===== src/rtl/tkchk_pkg.sv =====
package tkchk_pkg;
  typedef enum logic [1:0] {
    VERDICT_NONE,
    VERDICT_MATCH,
    VERDICT_MISMATCH,
    VERDICT_LATE
  } verdict_e;
endpackage


===== src/rtl/tkchk_judge.sv =====
module tkchk_judge
  import tkchk_pkg::*;
#(
  parameter int DATA_W = 8,
  parameter int WINDOW = 10,
  parameter int AGE_W  = 4
) (
  input  logic              pending,
  input  logic              deq_fire,
  input  logic [DATA_W-1:0] deq_data,
  input  logic [DATA_W-1:0] head_data,
  input  logic [AGE_W-1:0]  head_age,
  output verdict_e          verdict,
  output logic              retire,
  output logic              starved
);
  always_comb begin
    verdict = VERDICT_NONE;
    starved = 1'b0;
    if (!pending) begin
      starved = deq_fire;
    end else if (deq_fire) begin
      verdict = (deq_data == head_data) ? VERDICT_MATCH : VERDICT_MISMATCH;
    end else if (head_age >= AGE_W'(WINDOW)) begin
      verdict = VERDICT_LATE;
    end
    retire = (verdict != VERDICT_NONE);
  end
endmodule


===== config.mk =====
export PLATFORM = sky130hd
export DESIGN_NAME = tkchk_judge
export DESIGN_NICKNAME = d
export VERILOG_FILES = /design/src/rtl/tkchk_pkg.sv /design/src/rtl/tkchk_judge.sv
export SDC_FILE = /design/constraint.sdc
export NUM_CORES = 1
export LEC_CHECK = 0
export BUFFER_PORTS_ARGS = -buffer_cell sky130_fd_sc_hd__buf_2
export CAP_MARGIN = 20
export CORE_AREA = 2 2 39 41
export DETAILED_ROUTE_END_ITERATION = 8
export DIE_AREA = 0 0 41 43
export SETUP_SLACK_MARGIN = 0.05
export SYNTH_ARGS = -nofsm -noshare
export SYNTH_HDL_FRONTEND = slang
export SYNTH_SLANG_ARGS = --single-unit

===== constraint.sdc =====
create_clock -name vclk -period 1
set_input_delay 0.1 -clock vclk [all_inputs]
set_output_delay 0.1 -clock vclk [all_outputs]
set_load 0.01 [all_outputs]

After elaboration in Yosys (flattened, before gate mapping):

Index checks and enable logic that the tools add are counted.

* $lt $le $gt $ge: 1
* equal/unequal tests: 1
* mux-type cells: 5
* reduce and logical (&&, ||, !) cells: 1

Operators with widths (count)
* $eq 8x8->1: 1
* $mux 2: 4
* $ge 4x4->1 const B: 1
* $reduce_bool 2->1: 1
* $mux 1: 1

* register bits after elaboration: 0
* input bits: 22
* output and inout bits: 4
* logic and storage cells: 8

Depth between registers and ports, before layout:

Gate-level depths: netlist of run 1.

* depth in word-level cells: 5
* depth in mapped cells: 4
* depth with buffers taken out: 4

Least setup slack after synthesis of run 1:

Ideal clock, no wire load.

* path type: in2out
* start: in head_data[7]
* end: out verdict[0]
* arrival: 0.848 ns
* data required time: 0.900 ns
* slack: 0.052 ns
* stages: 4
* buffers on the path: 0
* cells stage by stage: xor2_1 nor4_4 nand2_1 a21oi_1

* word-level cells in the longest chain between the ends: 4

Ends and longest elaborated chain
* from (decl): line tkchk_judge.sv:11 `input logic [DATA_W-1:0] head_data,`
* $eq 8x8->1: line tkchk_judge.sv:23 `verdict = (deq_data == head_data) ? VERDICT_MATCH : VERDICT_MISMATCH;`
* $mux 2: line tkchk_judge.sv:23
* $mux 2: line tkchk_judge.sv:22 `end else if (deq_fire) begin`
* $mux 2: line tkchk_judge.sv:20 `if (!pending) begin`
* to (decl): line tkchk_judge.sv:13 `output verdict_e verdict,`

No other way between the ends.

Worst setup path after layout of run 1:

Same ends and word-level chain as after synthesis.

==> impl_metrics.py, run 1 <==
metrics = {
    "outcome": {
        "status": "finished with violations",
        "violations": "setup timing",
    },
    "final_layout": {
        "mostFrequentLayoutCell": "buf_2",
        "seq_area_um2": 0,
        "clkbuf_count": 0,
        "antenna_cells": 0,
        "multi_input_comb_area_um2": 145,
        "fillers": 163,
        "synthToLayoutAreaGrowth_pct": 117,
        "most-common-layout-cells": "23 x buf_2, 7 x xor2_1, 2 x buf_6",
        "seq_cells": 0,
        "drive_gt1_share_pct": 66.7,
        "final_core_util_pct": 22.2,
        "layout.nets": 66,
    },
    "critical_path": {
        "setup.worst_path.start_class": "primary input",
        "crit_fanout": 2,
        "required_ps": 900,
        "slowest_delay_ps": 300,
        "cpMostUsedCell": "buf_2",
        "critPathArrivalTime_ps": 1010,
        "crit_chain": "buf_2, xor2_1, nor4_4, nand2_1, a21oi_1, buf_2",
        "end_kind": "output pin",
        "slowest_stage": "nor4_4",
        "worstSetupPathType": "primary input to output pin",
    },
    "die": {
        "rows": 14,
        "core_area_um2": 1380,
        "ios": 26,
        "die_x_um": 41,
        "die_area_um2": 1760,
        "start_util_pct": 10.2,
        "die-height_um": 43,
    },
    "placed_design": {
        "place.port_buffers": 25,
        "dp_hpwl_um": 368,
        "gp_congestion": 0.418,
    },
    "power_and_ir_drop": {
        "irDropWorstVdd_mv": 0.0594,
        "leakage_nw": 0.160,
        "power_density_nw_per_um2": 386,
    },
    "logic_synthesis": {
        "synth_warnings": 0,
        "yosysUniqueCellTypes": 10,
        "yosysSeqAreaShare_pct": 0,
        "syn_avg_cell_area_um2": 8.32,
        "synthesis.nets": 39,
        "syn_inst": 17,
        "netlist_area_um2": 141,
    },
    "timing": {
        "setup_violations": 2,
        "holdWs_ps": 445,
        "rsz0062_at_grt": "true",
        "maxSlewHeadroom_pct": 82.5,
        "maxSlewViolCount": 0,
        "timing.final.ws_setup_ps": -113,
        "clock.fmax_mhz": 899,
        "worstMarginPinSlew_ps": 260,
        "finalCritPeriodShare_pct": 111,
        "min_period_ps": 1110,
        "hold_viol": 0,
    },
    "route": {
        "first_pass_iters": 1,
        "dr.first_iter.drc_count": 0,
        "wl_per_cell_um": 6.90,
        "vias": 212,
        "post_drt_via_cell_ratio": 3.66,
        "wl_um": 400,
        "drc": 0,
        "antenna_left": 0,
    },
    "clock_tree": {
        "postCtsSetupBuffers": 0,
        "holdBufCountCts": 0,
    },
    "global_routing": {
        "grt_util_all_layers_pct": 4.00,
        "grt_pass1_wl_um": 545,
        "grt_pass1_vias": 178,
        "grt_max_degree": 5,
        "antenna_found_initial": 0,
        "grt.overflow.total": 0,
    },
    "worst_hold_path": {
        "hold_class": "primary input to output pin",
    },
    "run": {
        "maxCapViolCount": 0,
    },
}
Yosys cell counts (all sizes together):
library cell / number / area share (%)
xor2: 8 / 50
nor4: 2 / 24
a21oi: 1 / 3.5
a31oi: 1 / 4.4
inv: 1 / 2.7
nand2: 1 / 2.7
nor2b: 1 / 4.4
o21a: 1 / 5.3
o21ai: 1 / 3.5
metrics by stage:
step | setup WS (ps) | total power, mW | instance area (um2) | std cells | setup TNS [ps]
CTS | -125 | 0.115 | 293 | 58 | -176
detailed placement | -149 | 0.112 | 287 | 58 | -212
floorplan | 52.1 | 0.0533 | 141 | 17 | 0
global route | -188 | 0.133 | 307 | 58 | -300
finish | -113 | 0.118 | 307 | 58 | -145
global placement | -157 | 0.110 | 287 | 58 | -218
final timing paths:
| check | start | endpoint | slack, ps | cells past startpoint |
|---|---|---|---|---|
| setup / recovery | head_data[7] | verdict[0] | -110 | 6 |
| hold / removal | pending | starved | 440 | 3 |
worst max-delay path: cells and delay by family:
| kind | cells | cell delay, ps |
|---|---|---|
| simple gates | 2 | 390 |
| buf+inv | 2 | 240 |
| xor+xnor | 1 | 170 |
| compound gates | 1 | 120 |
report_power, final:
group / switching (mW) / total (mW) / internal, mW / leakage [nW]
combinational: 0.0534 / 0.118 / 0.0650 / 0.160
clock: 0 / 0 / 0 / 0
sequential: 0 / 0 / 0 / 0
total: 0.0534 / 0.118 / 0.0650 / 0.160
area by class of cell:
type,instances,area share (%)
Inverter,1,1.22
Timing Repair Buffer,25,44.9
Tap cell,16,6.53
Multi-Input combinational cell,16,47.3
timing repair:
action / 4_1_cts / 5_1_grt
pin swaps: 4 / 2
setup endpoints to repair: 2 / 3
resized for setup: 1 / 3
gates cloned: 0 / 0
per-layer routing:
metal	routed length, um	vias up	GRT usage, %	share of wire, %
met3	68	0	0	17
met2	217	13	10.0	54
li1	-	108	-	-
met1	115	91	2.53	29
met5	0	-	0	0
met4	0	0	0	0
kinds of logic (layout without fill, tap and decap cells):
| group | count (synthesis) | count (layout) | synth area share (%) |
|---|---|---|---|
| and+or+nand+nor | 4 | 4 | 31.0 |
| xor gates and xnor gates | 8 | 8 | 49.6 |
| buffers and inverters | 1 | 26 | 2.65 |
| AOI/OAI and AO/OA | 4 | 4 | 16.8 |
Note: power is estimated with default switching activity, not from simulation.
==> run 2, diff against run 1 <==
- TNS_END_PERCENT: unset -> 30
==> run 2 against run 1 <==
  * The flow still finishes with violations (setup timing)
  * Critical endpoint unchanged
  * Power fell by 4.3%
  * Largest cell class unchanged
  * Core utilization down 0.99 points
  * First-iteration DRC count unchanged
  * Sequential share of layout area stayed put
==> impl_metrics.py, run 2 (synthesis results as in run 1) <==
metrics = {
    "die": {
        "core_area_um2": 1380,
        "die_x_um": 41,
        "die_area_um2": 1760,
        "die-height_um": 43,
        "ios": 26,
        "rows": 14,
        "start_util_pct": 10.2,
    },
    "critical_path": {
        "crit_chain": "buf_2, xor2_1, nor4_4, nand2_1, a21oi_1, buf_2",
        "critPathArrivalTime_ps": 1010,
        "worstSetupPathType": "primary input to output pin",
        "slowest_delay_ps": 300,
        "slowest_stage": "nor4_4",
        "end_kind": "output pin",
        "cpMostUsedCell": "buf_2",
        "required_ps": 900,
        "setup.worst_path.start_class": "primary input",
        "crit_fanout": 2,
    },
    "clock_tree": {
        "postCtsSetupBuffers": 0,
        "holdBufCountCts": 0,
    },
    "final_layout": {
        "antenna_cells": 0,
        "layout.nets": 66,
        "design_area_um2": 293,
        "fillers": 164,
        "clkbuf_count": 0,
        "mostFrequentLayoutCell": "buf_2",
        "seq_area_um2": 0,
        "seq_cells": 0,
        "synthToLayoutAreaGrowth_pct": 107,
        "final_cells": 58,
        "final_core_util_pct": 21.2,
        "multi_input_comb_area_um2": 138,
        "drive_gt1_share_pct": 64.3,
        "most-common-layout-cells": "24 x buf_2, 8 x xor2_1",
    },
    "timing": {
        "min_period_ps": 1110,
        "hold_viol": 0,
        "rsz0062_at_grt": "true",
        "setup_tns_ps": -141,
        "maxSlewHeadroom_pct": 82.5,
        "clock.fmax_mhz": 898,
        "setup_violations": 2,
        "finalCritPeriodShare_pct": 111,
        "holdWs_ps": 445,
        "maxSlewViolCount": 0,
        "worstMarginPinSlew_ps": 261,
        "timing.final.ws_setup_ps": -114,
    },
    "worst_hold_path": {
        "hold_class": "primary input to output pin",
        "holdPathEnd": "starved",
        "whs_path_depth": 3,
        "hold_path.startpoint": "pending",
    },
    "global_routing": {
        "antenna_found_initial": 0,
        "grtUsageMet3_pct": 0,
        "grt_pass1_vias": 178,
        "gr-usage-met2_pct": 10.0,
        "grt_util_met1_pct": 2.53,
        "grt_util_all_layers_pct": 4.00,
        "grt_pass1_wl_um": 545,
        "grt_max_degree": 5,
        "grt.overflow.total": 0,
        "grt.busiest_layer": "met2",
    },
    "placed_design": {
        "place.port_buffers": 25,
        "placed_area_um2": 287,
        "dp_hpwl_um": 368,
        "dpl_worst_slack_ps": -149,
        "gp_congestion": 0.418,
        "dp.cells": 58,
    },
    "power_and_ir_drop": {
        "leakage_nw": 0.157,
        "power_density_nw_per_um2": 387,
        "power.total_uw": 113,
        "irDropWorstVdd_mv": 0.0545,
    },
    "outcome": {
        "status": "finished with violations",
        "violations": "setup timing",
    },
    "route": {
        "antenna_left": 0,
        "dr.first_iter.drc_count": 0,
        "wl_per_cell_um": 6.93,
        "drc": 0,
        "first_pass_iters": 1,
        "wl_um": 402,
        "post_drt_via_cell_ratio": 3.64,
        "vias": 211,
    },
    "run": {
        "maxCapViolCount": 0,
    },
}
## run 2: worst max-delay path by stage
| stage | start | to | slack [ps] | cells past startpoint |
|---|---|---|---|---|
| final | head_data[7] | verdict[0] | -110 | 6 |
| after global routing | deq_data[1] | verdict[0] | -190 | 6 |
| after CTS | deq_data[1] | verdict[0] | -120 | 6 |
| after detailed placement | head_data[6] | verdict[0] | -150 | 6 |
| after global placement | head_data[6] | verdict[0] | -160 | 6 |
| after floorplan | head_data[7] | verdict[0] | 50 | 4 |
## run 2: critical path, delay by kind of cell
kind	cells	cell delay (ps)
AOI/OAI and AO/OA	1	120
xor gates and xnor gates	1	170
buffers and inverters	2	240
and+or+nand+nor	2	390
## run 2: timing repair
item,in CTS,in global routing
pin swaps,4,0
resized for setup,1,1
endpoints found under the setup margin,2,3
endpoints found under the hold margin,0,0
## run 2: power breakdown
group	total [mW]	internal (mW)	switching [mW]	leakage [nW]
Sequential	0	0	0	0
Combinational	0.113	0.0613	0.0520	0.157
Clock	0	0	0	0
Total	0.113	0.0613	0.0520	0.157
## run 2: final cells by class
type,instances,area share [%]
inverter,1,1.28
multi-input combinational,16,47.0
tap,16,6.84
timing repair buffer,25,44.9
## run 2: metal layers
layer	vias up	wire length, um
met5	-	0
met4	0	0
met3	0	68
met2	13	215
met1	89	118
li1	109	-
==> run 3, diff against run 2 <==
- ABC_AREA: unset -> 1
- SLEW_MARGIN: unset -> 25
==> run 3 against run 2 <==
  * The flow now finishes without violations
  * Power rose by 24%
  * Non-clock buffer count did not move
  * Hold slack got worse by 1.1 ps
  * Design area rose by 31%
  * Critical path depth rose by 1
  * Critical path type unchanged
  * Largest cell class unchanged
==> impl_metrics.py, run 3 <==
metrics = {
    "outcome": {
        "status": "finished, final reports clean",
    },
    "route": {
        "dr.first_iter.drc_count": 0,
        "wl_um": 487,
        "post_drt_via_cell_ratio": 3.53,
        "first_pass_iters": 1,
        "antenna_left": 0,
        "drc": 0,
        "wl_per_cell_um": 5.87,
        "vias": 293,
    },
    "power_and_ir_drop": {
        "power.internal_uw": 80.9,
        "netSwitchingFraction_pct": 42.5,
        "p_comb_share_pct": 100.0,
        "p_sw_uw": 59.9,
        "irDropWorstVdd_mv": 0.0618,
        "power_density_nw_per_um2": 367,
        "seqPwrFrac_pct": 0,
        "clkPwrFrac_pct": 0,
        "leakage_nw": 0.248,
    },
    "final_layout": {
        "layout.nets": 91,
        "seq_cells": 0,
        "clkbuf_count": 0,
        "multi_input_comb_area_um2": 163,
        "most-common-layout-cells": "20 x buf_2, 18 x nand2_1, 8 x inv_1",
        "drive_gt1_share_pct": 50.7,
        "design_area_um2": 384,
        "antenna_cells": 0,
        "synthToLayoutAreaGrowth_pct": 99.4,
        "fillers": 152,
        "seq_area_um2": 0,
        "mostFrequentLayoutCell": "buf_2",
    },
    "timing": {
        "hold_viol": 0,
        "setup_tns_ps": 0,
        "min_period_ps": 934,
        "worstMarginPinSlew_ps": 180,
        "holdWs_ps": 444,
        "finalCritPeriodShare_pct": 93.4,
        "maxSlewHeadroom_pct": 88.0,
        "rsz0062_at_grt": "true",
        "clock.fmax_mhz": 1070,
        "setup_violations": 0,
        "maxSlewViolCount": 0,
    },
    "critical_path": {
        "setup.worst_path.start_class": "primary input",
        "required_ps": 900,
        "worstSetupPathType": "primary input to output pin",
        "critPathArrivalTime_ps": 830,
        "crit_fanout": 2,
        "end_kind": "output pin",
    },
    "die": {
        "rows": 14,
        "ios": 26,
        "die_x_um": 41,
        "start_util_pct": 13.9,
        "core_area_um2": 1380,
        "die_area_um2": 1760,
        "die-height_um": 43,
    },
    "logic_synthesis": {
        "syn_inst": 42,
        "yosysSeqAreaShare_pct": 0,
        "yosys-top-cells-count": "18 x nand2_1, 12 x inv_1, 4 x xnor2_1",
        "yosysTopAreaCellShare_pct": 35.1,
        "yosysUniqueCellTypes": 9,
        "yosys.cell_count.top_type": "nand2_1",
        "synth_warnings": 0,
        "synthesis.nets": 64,
        "synthTopCellsByArea": "nand2_1 35%, inv_1 23%, xnor2_1 18%, nor2_2 6.5%, a21oi_2 4.5%",
        "netlist_area_um2": 193,
        "yosysTopAreaCell": "nand2_1",
        "syn_avg_cell_area_um2": 4.59,
    },
    "global_routing": {
        "grt_pass1_wl_um": 593,
        "grt.overflow.total": 0,
        "antenna_found_initial": 0,
        "grt_pass1_vias": 199,
        "grt_max_degree": 5,
        "grt_util_all_layers_pct": 4.40,
    },
    "placed_design": {
        "dp_hpwl_um": 425,
        "placed_area_um2": 338,
        "place.port_buffers": 25,
        "gp_congestion": 0.489,
    },
    "run": {
        "maxCapViolCount": 0,
    },
    "clock_tree": {
        "holdBufCountCts": 0,
    },
    "worst_hold_path": {
        "hold_class": "primary input to output pin",
    },
}
run 3: cell types whose count changed in the layout (fill, tap and decap cells not counted), moves of 4 or more:
cell	change
buf_2	-4
inv_2	+4
xor2_1	-8
inv_1	+7
nand2_1	+17
buf_6	+4
run 3: repair_timing:
item | 4_1_cts | 5_1_grt
endpoints found under the setup margin | 1 | 2
pin swaps | 0 | 5
gates resized for setup | 0 | 11
buffers inserted | 0 | 0
run 3: worst paths after layout:
kind	startpoint	to	cells after the start
max	head_data[1]	verdict[0]	7
min	pending	starved	3
run 3: metal layers:
layer	up-vias	global-route usage [%]	share of wire (%)
met4	0	0	0
met3	0	0	9.4
met5	-	0	0
met2	13	9.69	54
met1	113	4.11	37
li1	167	-	-
run 3: cell families (layout without fill, tap and decap cells):
| family | Yosys count | count (layout) | synth area share (%) |
|---|---|---|---|
| buf+inv | 12 | 37 | 23.4 |
| simple gates | 24 | 24 | 51.3 |
| xor+xnor | 4 | 4 | 18.2 |
| compound gates | 2 | 2 | 7.14 |
run 3: final cells by class:
class              instances  share of cell area (%)
inverters                 12                    11.7
multi-input cells         30                    42.3
well taps                 16                    5.21
repair buffers            25                    40.7
run 3: metrics by stage:
step | std cells | utilization (%) | total power, mW | setup WS [ps]
finish | 83 | 27.8 | 0.141 | 65.7
global route | 83 | 27.8 | 0.159 | -17.7
CTS | 83 | 24.4 | 0.121 | 33.9
floorplan | 42 | - | 0.0594 | 213
detailed placement | 83 | 24.4 | 0.120 | 36.5
global placement | 83 | 24.4 | 0.117 | 57.3
run 3: power by group through the flow:
stage	combinational (mW)	sequential [mW]	clock (mW)
5_1_grt	0.159	0	0
6_report	0.141	0	0
4_1_cts	0.121	0	0
3_5_place_dp	0.120	0	0
2_1_floorplan	0.0594	0	0
3_3_place_gp	0.117	0	0
run 3: critical path: stages:
cell     delay [ps]
buf_6            90
xnor2_1         140
nand2_1          80
nor2_2          120
nand2_1          70
a21oi_2         100
buf_2           130
